<file path="src/rtl/pwr_seq_pkg.sv">
`timescale 1ns/1ps
package pwr_seq_pkg;

    typedef enum logic [1:0] {
        ST_RUN   = 2'd0,
        ST_HALT  = 2'd1,
        ST_START = 2'd2,
        ST_IDLE  = 2'd3
    } pmode_e;

    localparam int HALT_BIT = 7;
    localparam int IDLE_BIT = 6;
    localparam int SEL_LSB  = 4;

    typedef struct packed {
        logic halt;
        logic idle;
    } pend_t;

    // Final count value for an idle stretch of base << sel slow pulses
    function automatic int idle_last(input int base, input int sel);
        return (base << sel) - 1;
    endfunction

endpackage

</file>
<file path="src/rtl/pwr_sync.sv">
`timescale 1ns/1ps
module pwr_sync #(
    parameter int   STAGES  = 2,
    parameter logic RST_VAL = 1'b0
) (
    input  logic clk,
    input  logic rst,
    input  logic d,
    output logic q
);
    logic [STAGES-1:0] stg;

    always_ff @(posedge clk) begin
        if (rst) stg <= {STAGES{RST_VAL}};
        else     stg <= {stg[STAGES-2:0], d};
    end

    assign q = stg[STAGES-1];
endmodule

</file>
<file path="src/rtl/pwr_inst_div.sv">
`timescale 1ns/1ps
module pwr_inst_div #(
    parameter int DIV = 5,
    parameter int MID = 2
) (
    input  logic clk,
    input  logic rst,
    input  logic clr,
    input  logic en,
    output logic mid_tick,
    output logic end_tick
);
    localparam int PW = (DIV > 1) ? $clog2(DIV) : 1;

    logic [PW-1:0] phase;

    always_ff @(posedge clk) begin
        if (rst || clr)                       phase <= '0;
        else if (en) begin
            if (phase == PW'(DIV - 1))        phase <= '0;
            else                              phase <= phase + 1'b1;
        end
    end

    assign mid_tick = en && (phase == PW'(MID));
    assign end_tick = en && (phase == PW'(DIV - 1));
endmodule

</file>
<file path="src/rtl/pwr_startup_cnt.sv">
`timescale 1ns/1ps
module pwr_startup_cnt #(
    parameter int LOAD = 256
) (
    input  logic clk,
    input  logic rst,
    input  logic load,
    input  logic tick,
    output logic done
);
    localparam int CW = $clog2(LOAD) + 1;

    logic [CW-1:0] cnt;

    always_ff @(posedge clk) begin
        if (rst)                           cnt <= '0;
        else if (load)                     cnt <= CW'(LOAD);
        else if (tick && cnt != '0)        cnt <= cnt - 1'b1;
    end

    assign done = tick && (cnt == CW'(1));
endmodule

</file>
<file path="src/rtl/pwr_idle_tmr.sv">
`timescale 1ns/1ps
module pwr_idle_tmr
    import pwr_seq_pkg::*;
#(
    parameter int BASE  = 4096,
    parameter int SEL_W = 2
) (
    input  logic             clk,
    input  logic             rst,
    input  logic             run,
    input  logic [SEL_W-1:0] sel,
    input  logic             slow_tick,
    output logic             done
);
    localparam int CW = $clog2(BASE) + (1 << SEL_W) - 1;

    logic [CW-1:0] cnt;
    logic [CW-1:0] last;

    assign last = CW'(idle_last(BASE, int'(sel)));

    always_ff @(posedge clk) begin
        if (rst || !run)     cnt <= '0;
        else if (slow_tick)  cnt <= cnt + 1'b1;
    end

    assign done = run && slow_tick && (cnt == last);
endmodule

</file>
<file path="src/rtl/pwr_mode_seq.sv">
`timescale 1ns/1ps
module pwr_mode_seq
    import pwr_seq_pkg::*;
#(
    parameter int DIV         = 5,
    parameter int MID_PHASE   = 2,
    parameter int START_LOAD  = 256,
    parameter int IDLE_BASE   = 4096,
    parameter int SEL_W       = 2,
    parameter int SYNC_STAGES = 2
) (
    input  logic       clk,
    input  logic       rst,
    input  logic       ctl_wr,
    input  logic [7:0] ctl_wdata,
    input  logic       halt_dis,
    input  logic       wake_evt,
    input  logic       ext_rst_n,
    input  logic       osc_ok,
    input  logic       slow_tick,
    output logic       core_en,
    output logic       halt_st,
    output logic       idle_st,
    output logic       tmr_clk_sel
);
    pmode_e            state, state_nx;
    pend_t             pend;
    logic [SEL_W-1:0]  idle_sel;
    logic              wake_s, ext_rst_s, hard_rst;
    logic              div_en, div_clr, mid_tick, end_tick;
    logic              cnt_load, cnt_done, idle_done;
    logic              wr_halt, wr_idle;

    pwr_sync #(.STAGES(SYNC_STAGES), .RST_VAL(1'b0)) u_wake_sync (
        .clk(clk), .rst(rst), .d(wake_evt), .q(wake_s)
    );
    pwr_sync #(.STAGES(SYNC_STAGES), .RST_VAL(1'b1)) u_xrst_sync (
        .clk(clk), .rst(rst), .d(ext_rst_n), .q(ext_rst_s)
    );

    assign hard_rst = rst || !ext_rst_s;

    // Instruction-cycle divider: free in run, qualified by osc_ok in start-up
    assign div_en  = (state == ST_RUN) || ((state == ST_START) && osc_ok);
    assign div_clr = (state == ST_HALT) || (state == ST_IDLE);

    pwr_inst_div #(.DIV(DIV), .MID(MID_PHASE)) u_div (
        .clk(clk), .rst(hard_rst), .clr(div_clr), .en(div_en),
        .mid_tick(mid_tick), .end_tick(end_tick)
    );

    assign cnt_load = (state == ST_HALT) && wake_s;

    pwr_startup_cnt #(.LOAD(START_LOAD)) u_start (
        .clk(clk), .rst(hard_rst), .load(cnt_load),
        .tick(end_tick && (state == ST_START)), .done(cnt_done)
    );

    pwr_idle_tmr #(.BASE(IDLE_BASE), .SEL_W(SEL_W)) u_idle (
        .clk(clk), .rst(hard_rst), .run(state == ST_IDLE), .sel(idle_sel),
        .slow_tick(slow_tick), .done(idle_done)
    );

    // Requests are taken only while the core runs
    assign wr_halt = ctl_wr && ctl_wdata[HALT_BIT] && !halt_dis && (state == ST_RUN);
    assign wr_idle = ctl_wr && ctl_wdata[IDLE_BIT] && (state == ST_RUN);

    always_ff @(posedge clk) begin
        if (hard_rst) begin
            pend     <= '0;
            idle_sel <= '0;
        end else if (state != ST_RUN || state_nx != ST_RUN) begin
            pend <= '0;
        end else begin
            if (wr_halt)  pend.halt <= 1'b1;
            if (halt_dis) pend.halt <= 1'b0;
            if (wr_idle) begin
                pend.idle <= 1'b1;
                idle_sel  <= ctl_wdata[SEL_LSB +: SEL_W];
            end
        end
    end

    always_comb begin
        state_nx = state;
        unique case (state)
            ST_RUN: begin
                if (pend.halt && !halt_dis && mid_tick) state_nx = ST_HALT;
                else if (pend.idle && mid_tick)         state_nx = ST_IDLE;
            end
            ST_HALT:  if (wake_s)    state_nx = ST_START;
            ST_START: if (cnt_done)  state_nx = ST_RUN;
            ST_IDLE:  if (idle_done) state_nx = ST_RUN;
            default:                 state_nx = ST_RUN;
        endcase
    end

    always_ff @(posedge clk) begin
        if (hard_rst) state <= ST_RUN;
        else          state <= state_nx;
    end

    assign core_en     = (state == ST_RUN);
    assign halt_st     = (state == ST_HALT) || (state == ST_START);
    assign idle_st     = (state == ST_IDLE);
    assign tmr_clk_sel = (state == ST_START);
endmodule

</file>
<file path="config.mk">
export PLATFORM = sky130hd
export DESIGN_NAME = pwr_mode_seq
export DESIGN_NICKNAME = d
export VERILOG_FILES = /design/src/rtl/pwr_seq_pkg.sv /design/src/rtl/pwr_sync.sv /design/src/rtl/pwr_inst_div.sv /design/src/rtl/pwr_startup_cnt.sv /design/src/rtl/pwr_idle_tmr.sv /design/src/rtl/pwr_mode_seq.sv
export SDC_FILE = /design/constraint.sdc
export NUM_CORES = 1
export LEC_CHECK = 0
export BUFFER_PORTS_ARGS = -buffer_cell sky130_fd_sc_hd__buf_2
export CORE_AREA = 2 2 83 85
export CTS_CLUSTER_SIZE = 20
export DETAILED_ROUTE_END_ITERATION = 8
export DIE_AREA = 0 0 85 87
export GPL_TIMING_DRIVEN = 0
export PLACE_DENSITY = 0.42
export SLEW_MARGIN = 10
export SYNTH_ARGS = -nofsm -noshare
export SYNTH_HDL_FRONTEND = slang
export SYNTH_SLANG_ARGS = --single-unit
</file>
<file path="constraint.sdc">
create_clock -name clk -period 2.3 [get_ports clk]
set_input_delay 0.46 -clock clk [delete_from_list [all_inputs] [get_ports clk]]
set_output_delay 0.46 -clock clk [all_outputs]
set_load 0.02 [all_outputs]
</file>
==> results of run 1 <==
==> worst paths after layout <==
check | start | end | slack [ns] | cells after the start
worst max register to register | state[1]$_SDFF_PP0_ | u_start.cnt[7]$_SDFFE_PP0P_ | 0.29 | 7
worst max-delay path | state[1]$_SDFF_PP0_ | u_start.cnt[7]$_SDFFE_PP0P_ | 0.29 | 7
worst min-delay path | halt_dis | pend[1]$_SDFFE_PP0P_ | 0.34 | 2
worst min register to register | u_xrst_sync.stg[0]$_SDFF_PP1_ | u_xrst_sync.stg[1]$_SDFF_PP1_ | 0.42 | 1
==> cells by family after synthesis <==
group,Yosys count,share of synthesized area (%)
and+or+nand+nor,86,25.5
DFF,37,39.5
AOI/OAI and AO/OA,41,14.6
xor gates and xnor gates,13,6.07
buffers and inverters,18,3.80
adders and majority gates,11,7.34
muxes,6,3.20
==> metal layers <==
metal / global-route usage (%) / vias up
li1: - / 805
met1: 17.3 / 683
met2: 18.2 / 16
met3: 2.94 / 5
met4: 4.33 / 0
met5: 0 / -
==> layout make-up <==
cell class	instances	area (um^2)
tap	80	100
multi-input combinational	157	1060
fill	694	4430
buffer	5	22.5
sequential	37	741
inverter	13	48.8
clock buffer	5	68.8
timing repair buffer	15	75.1
clock inverter	3	17.5
==> cell usage in the layout, fill, tap and decap left out, types with 5 or more instances in the layout <==
master    Yosys  routed
nor3_1        7       7
nand4_1       6       6
o21ai_0       8       8
nor2b_1       5       5
or3_1         6       6
buf_2         3      18
xnor2_1       7       7
mux2i_1       6       6
nand3_1       9       9
nand2_1      12      12
dfxtp_1      37      37
a21oi_1      11      11
ha_1         11      11
nor2_1       20      20
clkbuf_8      0       5
inv_1        13      13
xor2_1        6       6
==> state kept, by name, indices dropped and copies added, names as in the netlist <==
signal,count
u_xrst_sync.stg,2
state,2
u_idle.cnt,15
pend,2
u_div.phase,3
u_start.cnt,9
idle_sel,2
u_wake_sync.stg,2
==> metrics by stage <==
step,hold WS [ns],cell area [um^2]
4_1_cts,0.330,2140
3_3_place_gp,0.403,2050
2_1_floorplan,0.389,1880
3_5_place_dp,0.401,2050
5_1_grt,0.350,2140
6_report,0.343,2140
==> power by group through the flow <==
stage	sequential, mW	clock (mW)	combinational (mW)
floorplan	0.676	0	0.0559
global placement	0.679	0	0.0816
detailed placement	0.680	0	0.0819
CTS	0.665	0.483	0.0828
global route	0.668	0.505	0.0955
finish	0.665	0.463	0.0818
==> metrics.md, run 1 <==
| Metric | Value |
|---|---|
| Arrival @ worst endpoint | `about 2.2 ns` |
| Sequential power share | `55.0%` |
| Util after Layout | `32.5%` |
| Share of cells above drive strength 1 | `around 15%` |
| Ys async rst share | `0%` |
| Final setup viols | `0` |
| RePlAce Congestion | `between 0.7 and 0.8` |
| Postcts setup bufs | `0` |
| Mapped cell area | `0.00188 mm^2` |
| Critical path's slowest cell | `or4_1` |
| Critical path buffer and inverter count | `2` |
| Critical path's top delay family | `compound AO/OA/AOI/OAI gates` |
| Mean Syn Cell Area | `around 8.8 um^2` |
| Internal Pwr Total | `approximately 0.9 mW` |
| Antenna viol nets, final | `0` |
| Post-synth top area share | `between 30% and 40%` |
| Gr usage total | `around 12%` |
| Inst Count DP | `307` |
| Most frequent cell after synthesis | `dfxtp_1` |
| Worst-skew pair later-pin latency | `~0.29 ns` |
| H-tree levels | `2` |
| Rows | `30` |
| Kind of critical path | `register to register` |
| Clock Tree Root | `clkbuf_8` |
| Commonest cells in the netlist | `37 x dfxtp_1, 20 x nor2_1, 13 x inv_1, 12 x nand2_1` |
| Clock power frac | `between 30% and 40%` |
| CP Cell Sequence | `inv_1 -> ha_1 -> buf_2 -> o2111ai_1 -> a31o_2 -> or4_1 -> a21oi_1` |
| Critical Path Source Type | `register` |
| Leak | `~0.77 nW` |
| Main synth FF type | `dfxtp_1` |
| Post-route minimum period | `~2 ns` |
| Die width | `between 80 and 90 um` |
| WP data required | `between 2 and 3 ns` |
| Starting Density | `between 20% and 30%` |
| ANT cells | `0` |
| Synth top area cells | `dfxtp_1 39%, ha_1 7.3%, nor2_1 4.0%` |
| Non-filler cells, final | `around 320` |
| Total grt overflow | `0` |
| Vias in the first global route | `approximately 1500` |
| Peak supply drop | `0.267 mV` |
| Worst Tran Pin Value | `around 0.54 ns` |
| Met3 routed WL | `124 um` |
| Post-Place Setup Slack | `~0.29 ns` |
| Fin. Hold Viols | `0` |
| Initial antenna violation count | `0` |
| Ys Warns | `0` |
| CTS clock-pin slew for the worst setup and hold paths | `around 0.08 ns` |
| Period utilisation layout | `87.4%` |
| Avg WL per Cell | `12.8 um` |
| Crit-path max FO | `9` |
| Max Slew Vio Count | `0` |
| Met2 Routed Length | `about 1800 um` |
| Largest net degree at the start of global routing | `13` |
| Synth Register Bits | `37` |
| CTS tree | `built` |
| Mapped Cells | `~210` |
| Sequential-to-total area share from yosys stat | `about two fifths` |
| First-pass GRT wire length | `slightly above 7000 um` |
| Die Y | `87 um` |
| Vias per Instance | `about 4.8` |
| Io pins | `20` |
| Rel. slew slack | `between 60% and 70%` |
| Worst Setup End Kind | `register` |
| Area Overhead vs Synth | `13.9%` |
| Post-DP HPWL | `roughly 3000 um` |
| Die Area | `0.00740 mm^2` |
| Core area | `roughly 0.0066 mm^2` |
| Clock buffer depth | `2` |
| Comb power frac | `6.8%` |
| Total CTS buffers | `5` |
| Highest routed layer | `met4` |
| Wire length on met1 | `2100 um` |
| Max_cap viols | `0` |
| Vias | `1509` |
| Routed wire length | `4040 um` |
| Hold buffer count at cts | `0` |
| Switching fraction of total power | `about a quarter` |
| EDFF count, synth | `0` |
| # DRC | `0` |
| # resized after CTS | `0` |
| 1st-iter DRT viols | `85` |
| Pre-antenna DRT Iters | `4` |
| RSZ-0062 raised after global routing | `no` |
| Yosys cell types | `45` |
| Setup TNS | `0 ns` |
| # nets final | `approximately 260` |
| Post-layout total power | `around 1.2 mW` |
| Net Count, Synth | `approximately 240` |
| Post-synth top area cell | `dfxtp_1` |
| Clk sinks | `37` |
| Outcome | `complete, no violations` |
| Worst Hold Class | `primary input to register` |
| Worst path max stage delay | `~0.47 ns` |
| Power density over the cells | `566 mW/mm^2` |
| Worst clock skew | `between 0.009 and 0.01 ns` |
| P_sw | `roughly 0.31 mW` |
| Worst setup margin | `about 0.29 ns` |
| Port bufs | `15` |
| FMAX | `about 500 MHz` |
Note: power is estimated with default switching activity, not from simulation.
==> inputs of run 2 (changes only) <==
--- a/config.mk
+++ b/config.mk
@@ -6,12 +6,12 @@
 export NUM_CORES = 1
 export LEC_CHECK = 0
 export BUFFER_PORTS_ARGS = -buffer_cell sky130_fd_sc_hd__buf_2
-export CORE_AREA = 2 2 83 85
+export CORE_AREA = 2 2 84 86
 export CTS_CLUSTER_SIZE = 20
 export DETAILED_ROUTE_END_ITERATION = 8
-export DIE_AREA = 0 0 85 87
+export DIE_AREA = 0 0 86 88
 export GPL_TIMING_DRIVEN = 0
-export PLACE_DENSITY = 0.42
+export PLACE_DENSITY = 0.41
 export SLEW_MARGIN = 10
 export SYNTH_ARGS = -nofsm -noshare
 export SYNTH_HDL_FRONTEND = slang
==> metrics.md, run 2 (synthesized netlist as in run 1, its figures left out) <==
| Metric | Value |
|---|---|
| Outcome | `complete, no violations (unchanged)` |
| Pre-antenna DRT Iters | `4 (unchanged)` |
| CP Cell Sequence | `inv_1 -> ha_1 -> buf_2 -> o2111ai_1 -> a31o_2 -> or4_1 -> a21oi_1 (unchanged)` |
| Sequential power share | `50.6% (was 55.0%)` |
| Post-DP HPWL | `2960 um (about the same)` |
| CTS clock-pin slew for the worst setup and hold paths | `0.08 ns (about the same)` |
| Die width | `86 um (was 85 um)` |
| First-pass GRT wire length | `6800 um (was 7220 um)` |
| Vias in the first global route | `1480 (was 1520)` |
| # DRC | `0 (unchanged)` |
| Rows | `30 (unchanged)` |
| Final setup viols | `0 (unchanged)` |
| Port bufs | `15 (unchanged)` |
| Power density over the cells | `608 mW/mm^2 (was 566 mW/mm^2)` |
| Leak | `0.784 nW (was 0.773 nW)` |
| Die Area | `0.00757 mm^2 (was 0.00740 mm^2)` |
| # resized after CTS | `0 (unchanged)` |
| Critical path's top delay family | `compound AO/OA/AOI/OAI gates (unchanged)` |
| H-tree levels | `2 (unchanged)` |
| FMAX | `501 MHz (was 498 MHz)` |
| Peak supply drop | `0.186 mV (was 0.267 mV)` |
| Post-route minimum period | `2.00 ns (was 2.01 ns)` |
| Max_cap viols | `0 (unchanged)` |
| Period utilisation layout | `86.8% (was 87.4%)` |
| Vias per Instance | `4.89 (was 4.79)` |
| Largest regs | `u_idle.cnt: 15 flops, u_start.cnt: 9 flops, u_div.phase: 3 flops (unchanged)` |
| Leading cell types in the layout, fill and taps excluded | `37 x dfxtp_1, 20 x nor2_1, 18 x buf_2 (unchanged)` |
| Fillers | `718 (was 694)` |
| Clock power frac | `43.3% (was 38.3%)` |
| Rel. slew slack | `60.9% (was 64.0%)` |
| Total grt overflow | `0 (unchanged)` |
| Post-Place Setup Slack | `0.305 ns (was 0.292 ns)` |
| Multi-input logic area | `0.00106 mm^2 (unchanged)` |
| Die Y | `88 um (was 87 um)` |
| Setup TNS | `0 ns (unchanged)` |
| RePlAce Congestion | `0.658 (was 0.733)` |
| CTS tree | `built (unchanged)` |
| Worst path max stage delay | `0.47 ns (about the same)` |
| Clk sinks | `37 (unchanged)` |
| Kind of critical path | `register to register (unchanged)` |
| Starting Density | `28.2% (was 28.6%)` |
| Postcts setup bufs | `0 (unchanged)` |
| Worst clock skew | `0.0115 ns (was 0.00927 ns)` |
| Switching fraction of total power | `22.7% (was 25.7%)` |
| WP data required | `2.53 ns (was 2.52 ns)` |
| Crit-path max FO | `9 (unchanged)` |
| 1st-iter DRT viols | `35 (was 85)` |
| Fin. Hold Viols | `0 (unchanged)` |
| Gr usage total | `11.4% (was 12.2%)` |
| Clock Tree Root | `clkbuf_8 (unchanged)` |
| Comb power frac | `6.2% (was 6.8%)` |
| Critical path's slowest cell | `or4_1 (unchanged)` |
| Routed wire length | `3980 um (was 4040 um)` |
| Worst Tran Pin Value | `0.581 ns (was 0.538 ns)` |
| Final Hold Slack | `0.340 ns (was 0.343 ns)` |
| Post-layout total power | `1.31 mW (was 1.21 mW)` |
| Largest register FFs | `15 (unchanged)` |
| Clock buffer depth | `2 (unchanged)` |
| P_sw | `0.299 mW (was 0.310 mW)` |
| Worst Setup End Kind | `register (unchanged)` |
| Worst setup margin | `0.304 ns (was 0.290 ns)` |
| Arrival @ worst endpoint | `2.23 ns (about the same)` |
| Most flop-heavy register | `u_idle.cnt (unchanged)` |
| Critical path buffer and inverter count | `2 (unchanged)` |
| Vias | `1541 (was 1509)` |
| Io pins | `20 (unchanged)` |
| RSZ-0062 raised after global routing | `no (unchanged)` |
| # nets final | `261 (unchanged)` |
| Reg2reg setup slack | `0.30 ns (was 0.29 ns)` |
| Critical Path Source Type | `register (unchanged)` |
| Worst Hold Class | `primary input to register (unchanged)` |
| Hold buffer count at cts | `0 (unchanged)` |
| Worst-skew pair later-pin latency | `0.30 ns (was 0.29 ns)` |
| Max Slew Vio Count | `0 (unchanged)` |
| Register Area | `741 um^2 (unchanged)` |
| Avg WL per Cell | `12.6 um (was 12.8 um)` |
| Util after Layout | `32.5% (about the same)` |
| Initial antenna violation count | `0 (unchanged)` |
| Internal Pwr Total | `1.02 mW (was 0.899 mW)` |
| Largest net degree at the start of global routing | `13 (unchanged)` |
| Share of cells above drive strength 1 | `14.5% (was 14.9%)` |
| Commonest non-fill, non-tap cell in the layout | `dfxtp_1 (unchanged)` |
| Core area | `0.00664 mm^2 (was 0.00657 mm^2)` |
| Area Overhead vs Synth | `15.3% (was 13.9%)` |
| Antenna viol nets, final | `0 (unchanged)` |
| ANT cells | `0 (unchanged)` |
| Total CTS buffers | `5 (unchanged)` |
==> run 2: cell types whose count changed in the layout (fill, tap and decap cells not counted), sizes merged <==
cell	previous run	this run
clkinvlp	1	0
clkinv	2	1
clkbuf	7	8
bufinv	0	1
==> run 2: final cells by class <==
cell class	instances	share of cell area, %
plain buffers	5	1.04
well taps	80	4.63
flip-flops and latches	37	34.3
clock inverters	2	1.79
clock buffers	6	3.36
repair buffers	15	3.47
multi-input cells	157	49.2
inverters	13	2.26
==> run 2: worst paths after layout <==
path,to,start,cells after the start
max,u_start.cnt[7]$_SDFFE_PP0P_,state[1]$_SDFF_PP0_,7
min,u_xrst_sync.stg[0]$_SDFF_PP1_,ext_rst_n,2
max reg2reg,u_start.cnt[7]$_SDFFE_PP0P_,state[1]$_SDFF_PP0_,7
min reg2reg,u_xrst_sync.stg[1]$_SDFF_PP1_,u_xrst_sync.stg[0]$_SDFF_PP1_,1
==> run 2: through the flow <==
stage               area (um^2)  std cells
CTS                        2160        315
detailed placement         2050        307
global route               2160        315
finish                     2160        315
global placement           2050        307
floorplan                  1880        212
==> run 2: per-layer routing <==
metal | up-vias | share of wire (%) | GRT usage, %
li1 | 812 | - | -
met1 | 708 | 51 | 14.6
met2 | 15 | 44 | 18.1
met3 | 6 | 3.1 | 3.02
met4 | 0 | 1.7 | 5.05
met5 | - | 0 | 0
==> run 2: power by group through the flow <==
stage	Clock (mW)	Sequential (mW)	Combinational, mW
finish	0.568	0.664	0.0811
global route	0.617	0.667	0.0924
CTS	0.593	0.664	0.0826
detailed placement	0	0.679	0.0819
global placement	0	0.679	0.0829
floorplan	0	0.676	0.0559
==> run 2: worst register-to-register path, delay by kind of cell, from the launching register on <==
kind | cells | cell delay (ns)
fa+ha+maj | 1 | 0.18
flops | 1 | 0.37
compound gates | 3 | 0.60
simple gates | 1 | 0.47
buf+inv | 2 | 0.33
